## config.mk

```make
export PLATFORM = sky130hd
export DESIGN_NAME = modem_status_reg
export DESIGN_NICKNAME = d
export VERILOG_FILES = /design/src/rtl/modem_status_pkg.sv /design/src/rtl/msr_sync.sv /design/src/rtl/msr_delta_cell.sv /design/src/rtl/modem_status_reg.sv
export SDC_FILE = /design/constraint.sdc
export NUM_CORES = 1
export LEC_CHECK = 0
export BUFFER_PORTS_ARGS = -buffer_cell sky130_fd_sc_hd__buf_4
export CAP_MARGIN = 15
export CORE_MARGIN = 5
export CORE_UTILIZATION = 45
export DETAILED_ROUTE_END_ITERATION = 7
export PLACE_DENSITY = 0.77
export RECOVER_POWER = 25
export SLEW_MARGIN = 5
export SYNTH_ARGS = -nofsm -noshare
export SYNTH_HDL_FRONTEND = slang
export SYNTH_SLANG_ARGS = --single-unit
```

## constraint.sdc

```tcl
create_clock -name clk -period 1.4 [get_ports clk]
set_clock_uncertainty 0.2 [all_clocks]
set_input_delay 0.28 -clock clk [delete_from_list [all_inputs] [get_ports clk]]
set_output_delay 0.28 -clock clk [all_outputs]
set_load 0.02 [all_outputs]
```

## src/rtl/modem_status_pkg.sv

```systemverilog
package modem_status_pkg;

  // Detection rule applied to one handshake line (asserted-true level).
  typedef enum logic {
    DET_ANY  = 1'b0,   // flag any change of level
    DET_FALL = 1'b1    // flag only the end of assertion (1 -> 0)
  } det_mode_e;

  localparam int LINE_COUNT = 4;
  localparam int IDX_CTS    = 0;
  localparam int IDX_DSR    = 1;
  localparam int IDX_RING   = 2;
  localparam int IDX_CD     = 3;

  function automatic det_mode_e mode_for_line(input int idx);
    return (idx == IDX_RING) ? DET_FALL : DET_ANY;
  endfunction

  // Next value of a sticky flag: a new edge wins over the clearing read.
  function automatic logic next_flag(input logic cur_flag, input logic edge_seen,
                                     input logic clr);
    return edge_seen | (cur_flag & ~clr);
  endfunction

  // Edge qualification for one line.
  function automatic logic edge_hit(input det_mode_e mode, input logic now_lvl,
                                    input logic old_lvl);
    if (mode == DET_FALL) return old_lvl & ~now_lvl;
    return now_lvl ^ old_lvl;
  endfunction

  function automatic logic [2*LINE_COUNT-1:0] pack_status(
      input logic [LINE_COUNT-1:0] lvl, input logic [LINE_COUNT-1:0] flg);
    return {lvl, flg};
  endfunction

endpackage

```

## src/rtl/msr_sync.sv

```systemverilog
module msr_sync #(
  parameter int WIDTH  = 4,
  parameter int STAGES = 2,
  parameter logic [WIDTH-1:0] RST_VAL = '1
) (
  input  logic             clk,
  input  logic             rst_n,
  input  logic [WIDTH-1:0] async_i,
  output logic [WIDTH-1:0] sync_o
);

  logic [WIDTH-1:0] chain_q [STAGES];

  genvar s;
  generate
    for (s = 0; s < STAGES; s++) begin : g_stage
      always_ff @(posedge clk or negedge rst_n) begin
        if (!rst_n) begin
          chain_q[s] <= RST_VAL;
        end else if (s == 0) begin
          chain_q[s] <= async_i;
        end else begin
          chain_q[s] <= chain_q[(s == 0) ? 0 : s-1];
        end
      end
    end
  endgenerate

  assign sync_o = chain_q[STAGES-1];

endmodule

```

## src/rtl/msr_delta_cell.sv

```systemverilog
module msr_delta_cell
  import modem_status_pkg::*;
#(
  parameter det_mode_e MODE = DET_ANY
) (
  input  logic clk,
  input  logic rst_n,
  input  logic arm,      // detection enabled once the synchroniser has settled
  input  logic clr,      // read strobe
  input  logic lvl,      // synchronised asserted-true level
  output logic flag_o,
  output logic evt_o     // qualified edge this cycle
);

  logic prev_q;
  logic flag_q;
  logic lead_evt;

  always_ff @(posedge clk or negedge rst_n) begin
    if (!rst_n) prev_q <= 1'b0;
    else        prev_q <= lvl;
  end

  assign evt_o    = arm & edge_hit(MODE, lvl, prev_q);
  assign lead_evt = arm & lvl & ~prev_q;

  always_ff @(posedge clk or negedge rst_n) begin
    if (!rst_n) flag_q <= 1'b0;
    else        flag_q <= next_flag(flag_q, evt_o, clr);
  end

  assign flag_o = flag_q;

  // a set flag with no read stays set
  a_r6_sticky: assert property (@(posedge clk) disable iff (!rst_n)
    (flag_q && !clr) |=> flag_q);

  // a read with no simultaneous edge clears the flag
  a_r7_read_clears: assert property (@(posedge clk) disable iff (!rst_n)
    (clr && !evt_o) |=> !flag_q);

  // an edge is never lost, even on a read edge
  a_r8_edge_kept: assert property (@(posedge clk) disable iff (!rst_n)
    evt_o |=> flag_q);

  generate
    if (MODE == DET_FALL) begin : g_trail_only
      // the start of a ring does not raise a clear flag
      a_r3_no_leading: assert property (@(posedge clk) disable iff (!rst_n)
        (lead_evt && !flag_q) |=> !flag_q);
    end
  endgenerate

endmodule

```

## src/rtl/modem_status_reg.sv

```systemverilog
module modem_status_reg
  import modem_status_pkg::*;
#(
  parameter int SYNC_STAGES = 2
) (
  input  logic       clk,
  input  logic       rst_n,
  input  logic       cts_n,
  input  logic       dsr_n,
  input  logic       ri_n,
  input  logic       dcd_n,
  input  logic       rd_en,
  output logic [7:0] rd_data,
  output logic       status_event
);

  localparam int ARM_AT = SYNC_STAGES + 1;
  localparam int CNT_W  = $clog2(ARM_AT + 1);

  logic [LINE_COUNT-1:0] pins_n;
  logic [LINE_COUNT-1:0] synced_n;
  logic [LINE_COUNT-1:0] level;
  logic [LINE_COUNT-1:0] flags;
  logic [LINE_COUNT-1:0] line_evt;
  logic [CNT_W-1:0]      settle_q;
  logic                  armed;

  assign pins_n = {dcd_n, ri_n, dsr_n, cts_n};

  msr_sync #(
    .WIDTH  (LINE_COUNT),
    .STAGES (SYNC_STAGES),
    .RST_VAL('1)
  ) u_sync (
    .clk    (clk),
    .rst_n  (rst_n),
    .async_i(pins_n),
    .sync_o (synced_n)
  );

  assign level = ~synced_n;

  // Settle window: previous-level registers follow the synchroniser before
  // any edge may be flagged.
  always_ff @(posedge clk or negedge rst_n) begin
    if (!rst_n)       settle_q <= '0;
    else if (!armed)  settle_q <= settle_q + 1'b1;
  end

  assign armed = (settle_q == CNT_W'(ARM_AT));

  genvar i;
  generate
    for (i = 0; i < LINE_COUNT; i++) begin : g_line
      msr_delta_cell #(
        .MODE(mode_for_line(i))
      ) u_cell (
        .clk   (clk),
        .rst_n (rst_n),
        .arm   (armed),
        .clr   (rd_en),
        .lvl   (level[i]),
        .flag_o(flags[i]),
        .evt_o (line_evt[i])
      );
    end
  endgenerate

  assign rd_data      = pack_status(level, flags);
  assign status_event = |flags;

  // no flag can appear before the settle window ends
  a_r10_quiet_until_armed: assert property (@(posedge clk) disable iff (!rst_n)
    !armed |-> (rd_data[3:0] == 4'h0));

  // the event output cannot rise without a detected edge
  a_r9_event_needs_edge: assert property (@(posedge clk) disable iff (!rst_n)
    (!status_event && (line_evt == '0)) |=> !status_event);

  // a read with no edge leaves the event output low
  a_r7_read_drops_event: assert property (@(posedge clk) disable iff (!rst_n)
    (rd_en && (line_evt == '0)) |=> !status_event);

endmodule

```

== Word-level counts from Yosys, hierarchy flattened ==
Cells that the tools add are included.

* Flip-flop bits (word level): 18
* Bits of input ports: 7
* Word-level logic and storage cells: 33

* Add/sub/neg operators: 1
* Equal/unequal tests: 1
* Bitwise logic cells: 19
* Reductions and logical operators: 1

{| class="wikitable"
|+ Operator list
! kind !! number
|-
| 1-bit bitwise AND || 9
|-
| 4-bit inverter || 1
|-
| 1-bit bitwise OR || 4
|-
| 4-bit OR reduction || 1
|-
| 1-bit XOR || 3
|-
| 2-bit by 1-bit adder with 2-bit output (second input constant) || 1
|-
| 2-bit equality test (second input constant) || 1
|-
| 1-bit inverter || 2
|}

== Depth between registers and ports, before layout ==
* Word-level depth: 5
* Mapped depth: 2
* Mapped depth without buffers: 2

== By module ==
A second synthesis with hierarchy kept.

* Cell total of the unflattened synthesis: 47
* Area, all modules: 668.1 um^2

{| class="wikitable"
|+ Modules (own cells, without submodules)
! module !! instances !! cells an instance !! area an instance (um^2) !! seq. area each (um^2)
|-
| msr_sync || 1 || 12 || 240.2 || 210.2
|-
| msr_delta_cell (g_line[0].u_cell ...) || 3 || 6 || 78.8 || 50.0
|-
| modem_status_reg || 1 || 11 || 117.6 || 50.0
|-
| msr_delta_cell (g_line[2].u_cell) || 1 || 6 || 73.8 || 50.0
|}

== Least setup slack after synthesis ==
Ideal clock, no wire load.

* Path type: reg2out
* From: reg g_line[2].u_cell.flag_q
* To: out status_event
* Arrival time: 996 ps
* Required time: 920 ps
* Setup slack: -76 ps
* Cell stages (with the launch flop): 2
* Buffers on the path: 0
* Cells stage by stage: dfrtp_1 > or4_1

* Word-level cells in the longest chain between the ends: 1

{| class="wikitable"
|+ Ends and longest elaborated chain
! item !! RTL line !! source
|-
| start: declaration || msr_delta_cell.sv:16 || <nowiki>logic flag_q;</nowiki>
|-
| start signal: assignment || msr_delta_cell.sv:29 || <nowiki>else flag_q <= next_flag(flag_q, evt_o, clr);</nowiki>
|-
| 4-bit OR reduction || modem_status_reg.sv:70 || <nowiki>assign status_event = |flags;</nowiki>
|-
| end: declaration || modem_status_reg.sv:14 || <nowiki>output logic status_event</nowiki>
|}

Every way passes these cells.

== Worst setup path after layout ==
* From: reg g_line[3].u_cell.flag_q
* To: out status_event

* Word-level cells in the longest chain between the ends: 1

{| class="wikitable"
|+ Ends and longest elaborated chain
! item !! RTL line
|-
| start: declaration || msr_delta_cell.sv:16
|-
| start signal: assignment || msr_delta_cell.sv:29
|-
| 4-bit OR reduction || modem_status_reg.sv:70
|}

Every way passes these cells.

==> impl_table.tex <==
\begin{tabular}{lr}
\hline
Metric & Value \\
\hline
\multicolumn{2}{l}{\textbf{Synth}} \\
\quad XOR/XNOR Fraction of Synth Area & 0.05458 \\
\quad Mean post-synth cell area & 15.28 um2 \\
\quad Top cells by area, synth & sky130\_fd\_sc\_hd\_\_dfrtp\_1 (39\%), sky130\_fd\_sc\_hd\_\_dfstp\_2 (33\%), sky130\_fd\_sc\_hd\_\_buf\_4 (9.4\%) \\
\quad Part of the Yosys area used for sequential elements & 0.7173 \\
\quad Main flop type after synthesis & sky130\_fd\_sc\_hd\_\_dfrtp\_1 \\
\quad Largest family of logic cells by synthesized area & buffers and inverters \\
\quad Post-Synthesis Cells & 42 \\
\quad Multiplexer share of the synthesized area & 0.01754 \\
\quad Post-synth net total & 50 \\
\quad Yosys top cell by area & sky130\_fd\_sc\_hd\_\_dfrtp\_1 \\
\quad Post-synthesis adder-cell area fraction & 0.01949 \\
\quad Most used standard cell by instance count after synthesis & sky130\_fd\_sc\_hd\_\_dfrtp\_1 \\
\quad Post-synthesis sequential element count & 18 \\
\quad Number of enable-type register cells in the synthesized netlist & 0 \\
\quad Simple-Gate Fraction of Synth Area & 0.01170 \\
\quad Count of distinct cell types in the synthesized netlist & 10 \\
\quad Yosys warnings & 0 \\
\quad Netlist Area Pre-Place & 641.9 um2 \\
\quad Share of flip-flops with an asynchronous set or reset after synthesis & 1.000 \\
\quad Post-synth top cells & sky130\_fd\_sc\_hd\_\_dfrtp\_1 (10), sky130\_fd\_sc\_hd\_\_buf\_4 (8), sky130\_fd\_sc\_hd\_\_dfstp\_2 (8), sky130\_fd\_sc\_hd\_\_inv\_1 (5), sky130\_fd\_sc\_hd\_\_xnor2\_1 (4) \\
\quad Top cell type's share of synthesized area & 0.3899 \\
\quad Compound-gate portion of the synthesized area & 0.05653 \\
\multicolumn{2}{l}{\textbf{STA}} \\
\quad Relative slew slack & 0.7134 \\
\quad Post-layout minimum cycle time & 1827 ps \\
\quad PnR worst setup slack & -427.4 ps \\
\quad Setup repair after global routing missed its margin & yes \\
\quad Max Fclk & 547.2 MHz \\
\quad Final-layout setup total negative slack & -872.5 ps \\
\quad Worst slew pin tran & 429.9 ps \\
\quad Final Max Slew Viols & 0 \\
\quad Number of hold-slack violations in the final timing report & 0 \\
\quad Final setup vio count & 9 \\
\quad Period utilization & 1.305 \\
\multicolumn{2}{l}{\textbf{Clock network}} \\
\quad Clock root buffer master & sky130\_fd\_sc\_hd\_\_clkbuf\_4 \\
\quad TritonCTS buffer count & 3 \\
\quad Clock tree buffer depth & 2 \\
\quad Clock latency of the later-clocked register in the worst-skew pair & 280 ps \\
\quad CTS tree & yes \\
\quad Clock sink total & 18 \\
\quad H-tree depth reported by CTS & 1 \\
\quad Clk pin slew, worst setup/hold paths & 100 ps \\
\multicolumn{2}{l}{\textbf{Worst setup path}} \\
\quad Kind of start point of the critical path & register \\
\quad Crit-path cells & or4\_4 > buf\_6 \\
\quad Critical path data required time & 920 ps \\
\quad Worst-path fanout max & 2 \\
\quad Logic depth of the worst register-to-register path & 2 \\
\quad Critical path class & reg -> out \\
\quad WP data arrival & 1350 ps \\
\quad Top delay family on crit path & simple AND/OR/NAND/NOR gates \\
\quad Crit path buffers/inverters & 1 \\
\quad Endpoint of the worst-slack reg-to-reg timing path & settle\_q[1] \\
\quad Kind of capture point of the worst setup path & output pin \\
\quad Slack of the worst reg-to-reg path & 100 ps \\
\quad Worst R2R Start & settle\_q[0] \\
\quad Library cell contributing the largest single delay on the critical path & sky130\_fd\_sc\_hd\_\_or4\_4 \\
\quad CP max stage delay & 530 ps \\
\multicolumn{2}{l}{\textbf{Floorplanning}} \\
\quad Effective utilization at floorplan & 0.4872 \\
\quad Row count & 13 \\
\quad Floorplan die area & 2282 um2 \\
\quad Height of the die & 47.77 um \\
\quad Width of the die & 47.77 um \\
\quad Core outline area & 1318 um2 \\
\quad Number of primary I/O pins & 16 \\
\multicolumn{2}{l}{\textbf{Global routing}} \\
\quad GRT Residual Overflow & 0 \\
\quad Number of global-route vias before repair & 402 \\
\quad Largest net degree at the start of global routing & 19 \\
\quad Global routing usage summed across all routing layers & 0.1142 \\
\quad Initial antenna violation count & 0 \\
\quad First-pass GRT wire length & 1.731 mm \\
\multicolumn{2}{l}{\textbf{Place}} \\
\quad Post-DP Area & 747.0 um2 \\
\quad Total of buffers placed on input and output ports & 15 \\
\quad Post-Place Worst Slack & -132.5 ps \\
\quad Final weighted congestion in routability-driven placement & 0.6522 \\
\quad Number of placed cells counting well taps & 68 \\
\multicolumn{2}{l}{\textbf{Min path}} \\
\quad Worst hold endpoint & u\_sync.sync\_o[2] \\
\quad Class of the worst hold path & reg -> reg \\
\quad Cell depth of the worst hold path & 0 \\
\quad HP Start & u\_sync.chain\_q[6] \\
\multicolumn{2}{l}{\textbf{Pwr}} \\
\quad IR drop worst, VDD & 0.7725 mV \\
\quad Power density of the placed cells & 1140 nW/um2 \\
\quad Leakage & 0.4307 nW \\
\multicolumn{2}{l}{\textbf{Detailed routing}} \\
\quad Routed wirelength normalized by instance count & 12.25 um \\
\quad Antenna violation net count after detailed routing & 0 \\
\quad Routed via count & 381 \\
\quad Post-Route WL & 1.029 mm \\
\quad Length of the first detailed-routing pass in iterations & 4 \\
\quad Number of design-rule violations left by the first detailed-router iteration & 7 \\
\quad Count of unresolved DRC violations after routing & 0 \\
\quad DR vias/cell & 4.536 \\
\multicolumn{2}{l}{\textbf{Flow run}} \\
\quad Number of violations of the max-capacitance limit & 0 \\
\multicolumn{2}{l}{\textbf{Layout}} \\
\quad Number of non-filler instances in the completed layout & 84 \\
\quad Final instance area & 930.9 um2 \\
\quad Utilization after layout & 0.7066 \\
\quad Antenna Cells & 0 \\
\quad Ratio of cells with drive above 1 in the final layout & 0.6522 \\
\quad Layout Area Growth over Synthesis & 45.03\% \\
\quad Count of nets after finishing & 78 \\
\multicolumn{2}{l}{\textbf{Run status}} \\
\quad Violated checks & negative setup slack \\
\quad Result of the run & finished with violations \\
\hline
\end{tabular}
[registers in the layout (all words and copies together), names as in the netlist]
register              count
settle_q                  2
u_sync.sync_o             4
g_line.u_cell.flag_o      4
u_sync.chain_q            4
g_line.u_cell.prev_q      4
[cells by family (layout without fill, tap and decap cells)]
kind of cell    count (synthesis)  count (layout)
simple gates                    1               1
flops                          18              18
mux                             1               1
compound gates                  4               4
fa+ha+maj                       1               1
buf+inv                        13              40
xor+xnor                        4               4
[layout by cell type (no fill, tap or decap)]
cell type                       count
sky130_fd_sc_hd__inv_2              4
sky130_fd_sc_hd__dfstp_2            8
sky130_fd_sc_hd__a22o_1             3
sky130_fd_sc_hd__dlygate4sd3_1      5
sky130_fd_sc_hd__mux2_2             1
sky130_fd_sc_hd__clkbuf_4           3
sky130_fd_sc_hd__inv_1              1
sky130_fd_sc_hd__a32o_1             1
sky130_fd_sc_hd__clkbuf_2           1
sky130_fd_sc_hd__xnor2_1            4
sky130_fd_sc_hd__buf_6             12
sky130_fd_sc_hd__or4_4              1
sky130_fd_sc_hd__ha_2               1
sky130_fd_sc_hd__clkbuf_8           1
sky130_fd_sc_hd__buf_4             13
sky130_fd_sc_hd__dfrtp_1           10
[report_power, final]
group | internal (W) | total, W | switching [W] | leakage, nW
clock | 0.000158 | 0.000306 | 0.000148 | 0.0210
sequential | 0.000559 | 0.000575 | 0.0000159 | 0.193
combinational | 0.000108 | 0.000180 | 0.0000719 | 0.217
total | 0.000825 | 0.00106 | 0.000236 | 0.431
[through the flow]
step                hold slack, ps  total power, W
finish                       159.5        0.001061
detailed placement          -44.59       0.0007100
global placement            -48.53       0.0007060
floorplan                   -215.6       0.0006581
global route                 165.4        0.001115
CTS                          159.2        0.001070
[per-layer routing]
metal | up-vias | wire length [um] | global-route usage
li1 | 179 | - | -
met1 | 187 | 422 | 0.1418
met2 | 13 | 510 | 0.1794
met3 | 2 | 86 | 0.03008
met4 | 0 | 9 | 0.06452
met5 | - | 0 | 0
[cell type report]
type	count	area, um2
Fill cell	90	386.6
Sequential cell	18	460.4
Timing Repair Buffer	31	287.8
Tap cell	15	18.77
Multi-Input combinational cell	11	108.9
Inverter	5	18.77
Clock buffer	4	36.28
[worst max-delay path by stage]
stage	start	slack, ps	end	cells past startpoint
2_1_floorplan	g_line[2].u_cell.flag_o	-20	status_event	1
3_3_place_gp	g_line[2].u_cell.flag_o	-110	status_event	2
3_5_place_dp	g_line[2].u_cell.flag_o	-130	status_event	2
4_1_cts	g_line[3].u_cell.flag_o	-440	status_event	2
5_1_grt	g_line[3].u_cell.flag_o	-460	status_event	2
6_report	g_line[3].u_cell.flag_o	-430	status_event	2
[what timing repair did]
action,in CTS,in global routing
hold endpoints to repair,22,0
hold buffers,5,0
endpoints found under the setup margin,9,10
setup buffers,5,5
resized for setup,17,1
pin swaps,1,0
(Power assumes the default switching activity.)
